[src/rtl/laneSpreadMergePkg.sv]
package laneSpreadMergePkg;
  typedef struct packed {
    logic inEn;
    logic outEn;
    logic coverOn;
    logic oqOn;
    logic phaseQ;
  } lsmStrobe_t;
endpackage

[src/rtl/laneSpreadMergeCtrl.sv]
module laneSpreadMergeCtrl
  import laneSpreadMergePkg::*;
#(
  parameter int N = 4,
  parameter int K = 4,
  parameter int CWN = 6,
  parameter int LW = (N > 1) ? $clog2(N) : 1
) (
  input  logic          clk,
  input  logic          rst,
  input  logic          startPulse,
  input  logic          inStagReq,
  input  logic          outStagReq,
  input  logic          coverReq,
  input  logic [LW-1:0] coverLaneReq,
  input  logic          oqReq,
  input  logic          inValid,
  input  logic          selInReady,
  input  logic          selOutValid,
  output lsmStrobe_t    st,
  output logic [LW-1:0] inLane,
  output logic [LW-1:0] outLane,
  output logic [LW-1:0] coverLane
);
  localparam int IW = $clog2(N * K + 1);
  localparam int OW = $clog2(N * CWN + 1);
  localparam int PW = 3;

  logic [IW-1:0] inIdx, inSub;
  logic [OW-1:0] outIdx, outSub;
  logic [PW-1:0] pending;
  logic inStag, outStag, coverOn, oqOn, phaseQ;
  logic inFire, outFire, inLast, outLast, idle;

  always_comb begin
    inFire  = !startPulse && inValid && selInReady;
    outFire = !startPulse && selOutValid;
    inLast  = (inIdx == IW'(N * K - 1));
    outLast = (outIdx == OW'(N * CWN - 1));
    idle    = (pending == '0) && (inIdx == '0) && (outIdx == '0) && !inFire && !outFire;
    st.inEn    = !startPulse;
    st.outEn   = !startPulse;
    st.coverOn = coverOn;
    st.oqOn    = oqOn;
    st.phaseQ  = phaseQ;
  end

  always_ff @(posedge clk) begin
    if (rst || startPulse) begin
      inIdx <= '0; inSub <= '0; inLane <= '0;
      outIdx <= '0; outSub <= '0; outLane <= '0;
      pending <= '0;
      phaseQ <= 1'b0;
      if (rst) begin
        inStag <= 1'b0; outStag <= 1'b0; coverOn <= 1'b0; coverLane <= '0; oqOn <= 1'b0;
      end else begin
        inStag <= inStagReq; outStag <= outStagReq; coverOn <= coverReq;
        coverLane <= coverLaneReq; oqOn <= oqReq;
      end
    end else begin
      if (inFire) begin
        if (inLast) begin
          inIdx <= '0; inSub <= '0; inLane <= '0;
        end else begin
          inIdx <= inIdx + 1'b1;
          if (inStag) begin
            inLane <= (inLane == LW'(N - 1)) ? '0 : inLane + 1'b1;
          end else if (inSub == IW'(K - 1)) begin
            inSub <= '0;
            inLane <= inLane + 1'b1;
          end else begin
            inSub <= inSub + 1'b1;
          end
        end
      end
      if (outFire) begin
        phaseQ <= ~phaseQ;
        if (outLast) begin
          outIdx <= '0; outSub <= '0; outLane <= '0;
        end else begin
          outIdx <= outIdx + 1'b1;
          if (outStag) begin
            outLane <= (outLane == LW'(N - 1)) ? '0 : outLane + 1'b1;
          end else if (outSub == OW'(CWN - 1)) begin
            outSub <= '0;
            outLane <= outLane + 1'b1;
          end else begin
            outSub <= outSub + 1'b1;
          end
        end
      end
      case ({inFire && inLast, outFire && outLast})
        2'b10:   pending <= pending + 1'b1;
        2'b01:   pending <= pending - 1'b1;
        default: pending <= pending;
      endcase
      if (idle) begin
        inStag <= inStagReq; outStag <= outStagReq; coverOn <= coverReq;
        coverLane <= coverLaneReq; oqOn <= oqReq;
      end
    end
  end
endmodule

[src/rtl/laneSpreadMergeDp.sv]
module laneSpreadMergeDp
  import laneSpreadMergePkg::*;
#(
  parameter int N = 4,
  parameter int W = 4,
  parameter int LW = (N > 1) ? $clog2(N) : 1
) (
  input  logic           clk,
  input  logic           rst,
  input  lsmStrobe_t     st,
  input  logic [LW-1:0]  inLane,
  input  logic [LW-1:0]  outLane,
  input  logic [LW-1:0]  coverLane,
  input  logic           inValid,
  input  logic [W-1:0]   inData,
  output logic           inReady,
  output logic [N-1:0]   laneInValid,
  output logic [N*W-1:0] laneInData,
  input  logic [N-1:0]   laneInReady,
  input  logic [N-1:0]   laneOutValid,
  input  logic [N*W-1:0] laneOutData,
  output logic [N-1:0]   laneOutReady,
  output logic           selInReady,
  output logic           selOutValid,
  output logic           outValid,
  output logic [W-1:0]   outData,
  output logic           oqIValid,
  output logic           oqQValid
);
  logic [W-1:0] selOutData;
  logic outFire;

  for (genvar g = 0; g < N; g++) begin : gLane
    assign laneInValid[g]      = st.inEn && inValid && (inLane == LW'(g));
    assign laneInData[g*W +: W] = (st.coverOn && coverLane == LW'(g)) ? ~inData : inData;
    assign laneOutReady[g]     = st.outEn && (outLane == LW'(g));
  end

  always_comb begin
    selInReady  = laneInReady[inLane];
    selOutValid = laneOutValid[outLane];
    selOutData  = laneOutData[outLane*W +: W];
    inReady     = st.inEn && selInReady;
    outFire     = st.outEn && selOutValid;
  end

  always_ff @(posedge clk) begin
    if (rst) begin
      outValid <= 1'b0;
      outData  <= '0;
      oqIValid <= 1'b0;
      oqQValid <= 1'b0;
    end else begin
      outValid <= outFire;
      if (outFire) outData <= selOutData;
      oqIValid <= outFire && st.oqOn && !st.phaseQ;
      oqQValid <= outFire && st.oqOn && st.phaseQ;
    end
  end
endmodule

[src/rtl/laneSpreadMerge.sv]
module laneSpreadMerge
  import laneSpreadMergePkg::*;
#(
  parameter int NUM_LANES = 4,
  parameter int MSG_LEN = 4,
  parameter int CW_LEN = 6,
  parameter int SYM_W = 4,
  localparam int LW = (NUM_LANES > 1) ? $clog2(NUM_LANES) : 1
) (
  input  logic                   clk,
  input  logic                   rst,
  input  logic                   startPulse,
  input  logic                   inStagger,
  input  logic                   outStagger,
  input  logic                   coverEn,
  input  logic [LW-1:0]          coverLaneSel,
  input  logic                   oqpskEn,
  input  logic                   inValid,
  input  logic [SYM_W-1:0]       inData,
  output logic                   inReady,
  output logic [NUM_LANES-1:0]   laneInValid,
  output logic [NUM_LANES*SYM_W-1:0] laneInData,
  input  logic [NUM_LANES-1:0]   laneInReady,
  input  logic [NUM_LANES-1:0]   laneOutValid,
  input  logic [NUM_LANES*SYM_W-1:0] laneOutData,
  output logic [NUM_LANES-1:0]   laneOutReady,
  output logic                   outValid,
  output logic [SYM_W-1:0]       outData,
  output logic                   oqIValid,
  output logic                   oqQValid
);
  lsmStrobe_t st;
  logic [LW-1:0] inLane, outLane, coverLane;
  logic selInReady, selOutValid;

  laneSpreadMergeCtrl #(.N(NUM_LANES), .K(MSG_LEN), .CWN(CW_LEN), .LW(LW)) u_ctrl (
    .clk(clk), .rst(rst), .startPulse(startPulse),
    .inStagReq(inStagger), .outStagReq(outStagger), .coverReq(coverEn),
    .coverLaneReq(coverLaneSel), .oqReq(oqpskEn),
    .inValid(inValid), .selInReady(selInReady), .selOutValid(selOutValid),
    .st(st), .inLane(inLane), .outLane(outLane), .coverLane(coverLane)
  );

  laneSpreadMergeDp #(.N(NUM_LANES), .W(SYM_W), .LW(LW)) u_dp (
    .clk(clk), .rst(rst), .st(st),
    .inLane(inLane), .outLane(outLane), .coverLane(coverLane),
    .inValid(inValid), .inData(inData), .inReady(inReady),
    .laneInValid(laneInValid), .laneInData(laneInData), .laneInReady(laneInReady),
    .laneOutValid(laneOutValid), .laneOutData(laneOutData), .laneOutReady(laneOutReady),
    .selInReady(selInReady), .selOutValid(selOutValid),
    .outValid(outValid), .outData(outData), .oqIValid(oqIValid), .oqQValid(oqQValid)
  );
endmodule

[config.mk]
export PLATFORM = sky130hd
export DESIGN_NAME = laneSpreadMerge
export DESIGN_NICKNAME = d
export VERILOG_FILES = /design/src/rtl/laneSpreadMergePkg.sv /design/src/rtl/laneSpreadMergeCtrl.sv /design/src/rtl/laneSpreadMergeDp.sv /design/src/rtl/laneSpreadMerge.sv
export SDC_FILE = /design/constraint.sdc
export NUM_CORES = 1
export LEC_CHECK = 0
export CAP_MARGIN = 30
export CELL_PAD_IN_SITES_DETAIL_PLACEMENT = 0
export CELL_PAD_IN_SITES_GLOBAL_PLACEMENT = 1
export CORE_AREA = 2 2 86 88
export CTS_BUF_LIST = sky130_fd_sc_hd__clkbuf_4 sky130_fd_sc_hd__clkbuf_8
export DETAILED_ROUTE_END_ITERATION = 7
export DIE_AREA = 0 0 88 90
export PLACE_DENSITY_LB_ADDON = 0.1
export SKIP_CTS_REPAIR_TIMING = 1
export SLEW_MARGIN = 20
export SYNTH_ARGS = -nofsm -noshare
export SYNTH_HDL_FRONTEND = slang
export SYNTH_SLANG_ARGS = --single-unit
[constraint.sdc]
create_clock -name clk -period 3.65 [get_ports clk]
set_input_delay 0.5475 -clock clk [delete_from_list [all_inputs] [get_ports clk]]
set_output_delay 0.5475 -clock clk [all_outputs]
set_load 0.005 [all_outputs]
Word level (Yosys, flattened, before mapping)
Cells that the tools add are included.

storage, ports and cells
  word-level logic and storage cells = 131
  output and inout bits = 32
  register bits after elaboration = 41

cells by class
  magnitude comparators = 2
  shifts and indexed selects = 1
  mux-type cells = 40
  $add $sub $neg = 8
  reduce and logical (&&, ||, !) cells = 44
  bitwise logic cells = 2
  eq/ne operators = 17

operators by type and width
  operator                                                               number
  5-bit 2-to-1 mux                                                       8
  1-bit logical AND                                                      25
  2-bit 2-to-1 mux                                                       11
  5-bit by 1-bit adder with 5-bit output (second input constant)         4
  4-bit 2-to-1 mux                                                       4
  16-bit by 5-bit indexed part select with 4-bit output                  1
  2-bit == test (second input constant)                                  7
  1-bit 2-to-1 mux                                                       14
  5-bit logical NOT                                                      2
  2-bit by 1-bit == test with 1-bit output (second input constant)       4
  2-bit AND reduction                                                    4
  2-bit logical NOT                                                      3
  2-bit by 3-bit < comparator with 1-bit output (second input constant)  2
  3-bit one-hot mux with 2 select lines                                  1
  3-bit nonzero test                                                     2
  5-bit by 2-bit == test with 1-bit output (second input constant)       1
  5-bit by 3-bit == test with 1-bit output (second input constant)       1
  5-bit by 4-bit == test with 1-bit output (second input constant)       1
  5-bit == test (second input constant)                                  1
  2-bit by 1-bit adder with 2-bit output (second input constant)         2
  1-bit binary-select mux with 2-bit select                              2
  1-bit logical NOT                                                      4
  2-bit inequality test (second input constant)                          2
  4-bit inverter                                                         1
  6 further kinds                                                        7

Logic depth before layout (Yosys ltp)
  depth in word-level cells = 8
  mapped depth = 11
  gate-level depth less buffers = 9

Hierarchy
Synthesis repeated with hierarchy kept, for this count alone.

unflattened totals
  cells, all modules = 253
  area, all modules = 2419.8 um2

by module, submodules not included
  module               area an instance (um2)  times used  cells each
  laneSpreadMergeCtrl  1740.4                  1           186
  laneSpreadMergeDp    679.4                   1           67

Worst setup path before layout
OpenSTA, ideal clock, no wires.

  path type = input to register
  start = input laneInReady[3]
  end = register u_ctrl.pending[2]
  stages on the path = 10
  arrival = 2608 ps
  buffers on the path = 1
  setup time = 71 ps
  path slack = 972 ps
  cell sequence = mux4_2 -> and2_1 -> clkbuf_1 -> nand2_1 -> ha_1 -> inv_1 -> fa_1 -> xor2_1 -> or3_1 -> a21oi_1

on the way
  cells in the longest elaborated chain, start to end = 6
  elaborated cells on any way between the ends = 8

ends and longest elaborated chain
  element                                                                      RTL line                   source
  from (decl)                                                                  laneSpreadMerge.sv:23      input logic [NUM_LANES-1:0] laneInReady,
  1-bit binary-select mux with 2-bit select *                                  laneSpreadMergeDp.sv:40    selInReady = laneInReady[inLane];
  1-bit 2-to-1 mux (not written as such) *                                     laneSpreadMergeDp.sv:40
  1-bit logical AND *                                                          laneSpreadMergeCtrl.sv:36  inFire = !startPulse && inValid && selInReady;
  1-bit logical AND *                                                          laneSpreadMergeCtrl.sv:92  case ({inFire && inLast, outFire && outLast})
  2-bit by 1-bit == test with 1-bit output or 2-bit == test (tied branches)    laneSpreadMergeCtrl.sv:92
  3-bit one-hot mux with 2 select lines or 2-bit nonzero test (tied branches)  -
  to (signal assigned)                                                         laneSpreadMergeCtrl.sv:93  2'b10: pending <= pending + 1'b1;
  to (signal assigned)                                                         laneSpreadMergeCtrl.sv:94  2'b01: pending <= pending - 1'b1;
  to (signal assigned)                                                         laneSpreadMergeCtrl.sv:95  default: pending <= pending;
  to (decl)                                                                    laneSpreadMergeCtrl.sv:31  logic [PW-1:0] pending;

Mark *: on every way between the ends. The rest lies on a longest branch, timed or not. The select of a mux whose other input is x is not followed.
A chain may end at the register's enable or synchronous reset.

Worst setup path in the final report
  start = input laneOutValid[1]
  end = register u_ctrl.pending[2]

on the way
  cells in the longest elaborated chain, start to end = 6
  elaborated cells on any way between the ends = 8

ends and longest elaborated chain
  element                                                                      RTL line                   source
  from (decl)                                                                  laneSpreadMerge.sv:24      input logic [NUM_LANES-1:0] laneOutValid,
  1-bit binary-select mux with 2-bit select *                                  laneSpreadMergeDp.sv:41    selOutValid = laneOutValid[outLane];
  1-bit 2-to-1 mux (not written as such) *                                     laneSpreadMergeDp.sv:41
  1-bit logical AND *                                                          laneSpreadMergeCtrl.sv:37  outFire = !startPulse && selOutValid;
  1-bit logical AND *                                                          laneSpreadMergeCtrl.sv:92
  2-bit by 1-bit == test with 1-bit output or 2-bit == test (tied branches)    laneSpreadMergeCtrl.sv:92
  3-bit one-hot mux with 2 select lines or 2-bit nonzero test (tied branches)  -

Marks and branches as above.

==> summary.md <==
| Metric | Value |
|---|---|
| Status | `complete, no violations` |
| RSZ-0062 raised after global routing | `false` |
| Antenna violations before repair | `0` |
| Syn Area/Cell | `9.09 sq um` |
| WL met1 | `2660 um` |
| Tightest Hold Check Type | `flip-flop to flip-flop` |
| Post-synth cell types | `44` |
| PD cells | `310 nW/um^2` |
| Reg2Reg Setup Slack | `1030 ps` |
| Final clock skew | `13.4 ps` |
| Pleak | `1.18 nW` |
| Final cycle utilization of the critical path | `74.6%` |
| Hold path depth | `2` |
| Fin crit period | `2720 ps` |
| Tot GR Track Use | `15.7%` |
| Arrival @ worst endpoint | `2940 ps` |
| Commonest non-fill, non-tap cell in the layout | `clkdlybuf4s50_1` |
| Die area | `7920 sq um` |
| Final slew viol count | `0` |
| Row count | `31` |
| Post-route ant nets | `0` |
| Crit-path max FO | `10` |
| Mapped Nets | `323` |
| WL met3 | `220 um` |
| First-pass GRT wire length | `9890 um` |
| Hold endpoint | `u_dp.outData[2]$_SDFFE_PP0N_` |
| Vias in the first global route | `2,083` |
| Design Power | `1.04 mW` |
| #FFs+latches synth | `41` |
| Cells after synthesis | `268` |
| I/O pins | `70` |
| Starting density of the core | `34.7%` |
| Slowest cell on crit path | `clkdlybuf4s50_1` |
| Core Area | `7020 sq um` |
| Detailed Routing Iterations Pass 1 | `4` |
| R2R Path Start | `u_ctrl.outLane[1]$_SDFFE_PN0P_` |
| Worst Setup Start Kind | `input pin` |
| Metal2 WL | `3010 um` |
| Slew @ Worst Pin | `795 ps` |
| Max-cap violations | `0` |
| Slew headroom | `46.9%` |
| Sequential fraction of the synthesis area | `36.2%` |
| Detail Placement HPWL | `4480 um` |
| Die width | `88 um` |
| Die height | `90 um` |
| TNS Setup | `0 ps` |
| Max incr delay on CP | `450 ps` |
| Gr ovfl total | `0` |
| Clk Latency, worst-skew pair | `300 ps` |
| Via count | `2,129` |
| Achievable Freq | `367 MHz` |
| Required @ worst endpoint | `3870 ps` |
| Async SR Flop Fraction | `0%` |
| Commonest non-fill, non-tap cells in the layout | `69 x clkdlybuf4s50_1, 35 x dfxtp_1, 27 x a21oi_1` |
| Number of I/O port buffers | `69` |
| CTS Buf Count | `5` |
| Syn Std Cell Area | `2430 sq um` |
| Critical path cell sequence | `clkdlybuf4s50_1 > mux4_2 > nand2_2 > nor2_1 > ha_1 > inv_1 > fa_1 > xor2_1 > or3_1 > a21oi_1` |
| ANT cells | `0` |
| Largest net degree at the start of global routing | `26` |
| Top layer used by detailed routing | `met4` |
| Final hold vios | `0` |
| Post-synth EDFFs | `6` |
| WL final | `5950 um` |
| Hold_sp | `u_dp.outData[2]$_SDFFE_PP0N_` |
| Area Overhead vs Synth | `36.9%` |
| Clk buf depth | `2` |
| Starting DRT DRC Count | `79` |
| CP Capture Type | `flip-flop` |
| Clock Sinks | `41` |
| Routability Congestion | `0.763` |
| Vias per cell | `4.87` |
| Layout cells sized above 1 | `5.92%` |
| Residual DRC | `0` |
| Clock transition at the registers of the reported paths | `80 ps` |
| Main flop type after synthesis | `dfxtp_1` |
| Reg2Reg Depth | `9` |
| Layout net count | `392` |
| Clock tree from TritonCTS | `done` |
| Crit path buf inv count | `2` |
| Top delay family on crit path | `simple AND/OR/NAND/NOR gates` |
| Final Setup Violations | `0` |
| H-tree depth | `2` |
| Synth Warn # | `0` |
| DR WL/cell | `13.6 um` |
| Setup CP Type | `input pin to flip-flop` |
| Clock Tree Root | `clkbuf_8` |
| Worst r2r dst | `u_ctrl.pending[2]$_SDFFE_PN0P_` |
| Peak VDD IR | `135 uV` |
## metal layers
metal  global-route usage (%)  up-vias
li1                         -     1079
met1                     19.1     1013
met2                     27.5       31
met3                     3.86        6
met4                     3.85        0
met5                        0        -
## cell usage after synthesis, drive strengths merged (2+ instances only)
cell / instances / area share [%]
nor2: 14 / 2.2
nor2b: 13 / 3.3
or2: 3 / 0.77
xnor2: 13 / 4.7
ha: 16 / 8.2
nand4: 3 / 0.77
dfxtp: 35 / 29
nor4: 2 / 0.51
mux4: 6 / 5.5
and3: 2 / 0.51
o21ai: 12 / 2.5
xor2: 8 / 2.9
inv: 14 / 2.2
and2: 12 / 3.1
a21oi: 27 / 5.5
edfxtp: 6 / 7.4
nand3: 16 / 3.3
mux2i: 3 / 1.2
or3: 6 / 1.5
clkbuf: 7 / 1.1
buf: 2 / 0.92
nand4b: 3 / 1.1
and4b: 2 / 0.82
or4: 5 / 1.5
nand2: 23 / 3.6
nor3b: 2 / 0.62
nand3b: 2 / 0.62
## worst reg2reg max path, cell delays in order (launching register included)
cell	delay, ps
dfxtp_1	550
mux4_2	440
nand2_2	180
nor2_1	150
ha_1	200
inv_1	60
fa_1	370
xor2_1	150
or3_1	300
a21oi_1	140
## cell families after synthesis
logic type	count (synthesis)	share of synthesized area (%)
flip-flops	41	36.2
AND/OR/NAND/NOR	111	25.3
multiplexers	9	6.78
AO/OA/AOI/OAI	46	10.9
buffers and inverters	23	4.21
XOR/XNOR	21	7.55
adder cells (fa/ha/maj)	17	9.04
## where the power goes
part           leakage, nW  switching (mW)  internal, mW  total (mW)
Clock               0.0619           0.161         0.231       0.392
Combinational        0.769          0.0636         0.101       0.165
Sequential           0.350         0.00893         0.470       0.478
## through the flow
step                      util [%]  cell area, sq um  setup WS, ps  hold WS, ps  instances
after floorplan                  -              2430           972          421        268
after global placement        45.8              3210           672          445        429
after detailed placement      45.8              3210           618          451        429
after CTS                     47.5              3330           894          464        437
after global routing          47.5              3330           782          487        437
final                         47.5              3330           928          461        437
## area by class of cell
type                       instances  area, sq um
timing repair buffer              71          706
multi-input combinational        204         1450
fill                             700         3690
tap                               99          124
clock buffer                       7         90.1
inverter                          14         52.6
clock inverter                     1         30.0
sequential                        41          881
## sequential cells by signal, indices dropped and copies added (netlist names), 2 cells and up
signal,count
u_ctrl.outIdx,5
u_ctrl.inIdx,5
u_ctrl.pending,3
u_ctrl.outSub,5
u_ctrl.inSub,5
u_ctrl.outLane,2
u_dp.outData,4
u_ctrl.coverLane,2
u_ctrl.inLane,2
## worst max-delay path by stage
stage	slack, ps	cells after the start	end	startpoint
2_1_floorplan	970	10	u_ctrl.pending[2]$_SDFFE_PN0P_	laneInReady[3]
3_3_place_gp	670	10	u_ctrl.pending[2]$_SDFFE_PN0P_	laneOutValid[1]
3_5_place_dp	620	10	u_ctrl.pending[2]$_SDFFE_PN0P_	laneOutValid[1]
4_1_cts	890	4	laneInValid[0]	startPulse
5_1_grt	780	4	laneInValid[0]	startPulse
6_report	930	10	u_ctrl.pending[2]$_SDFFE_PN0P_	laneOutValid[1]
Power figures use the tool's default switching activity.
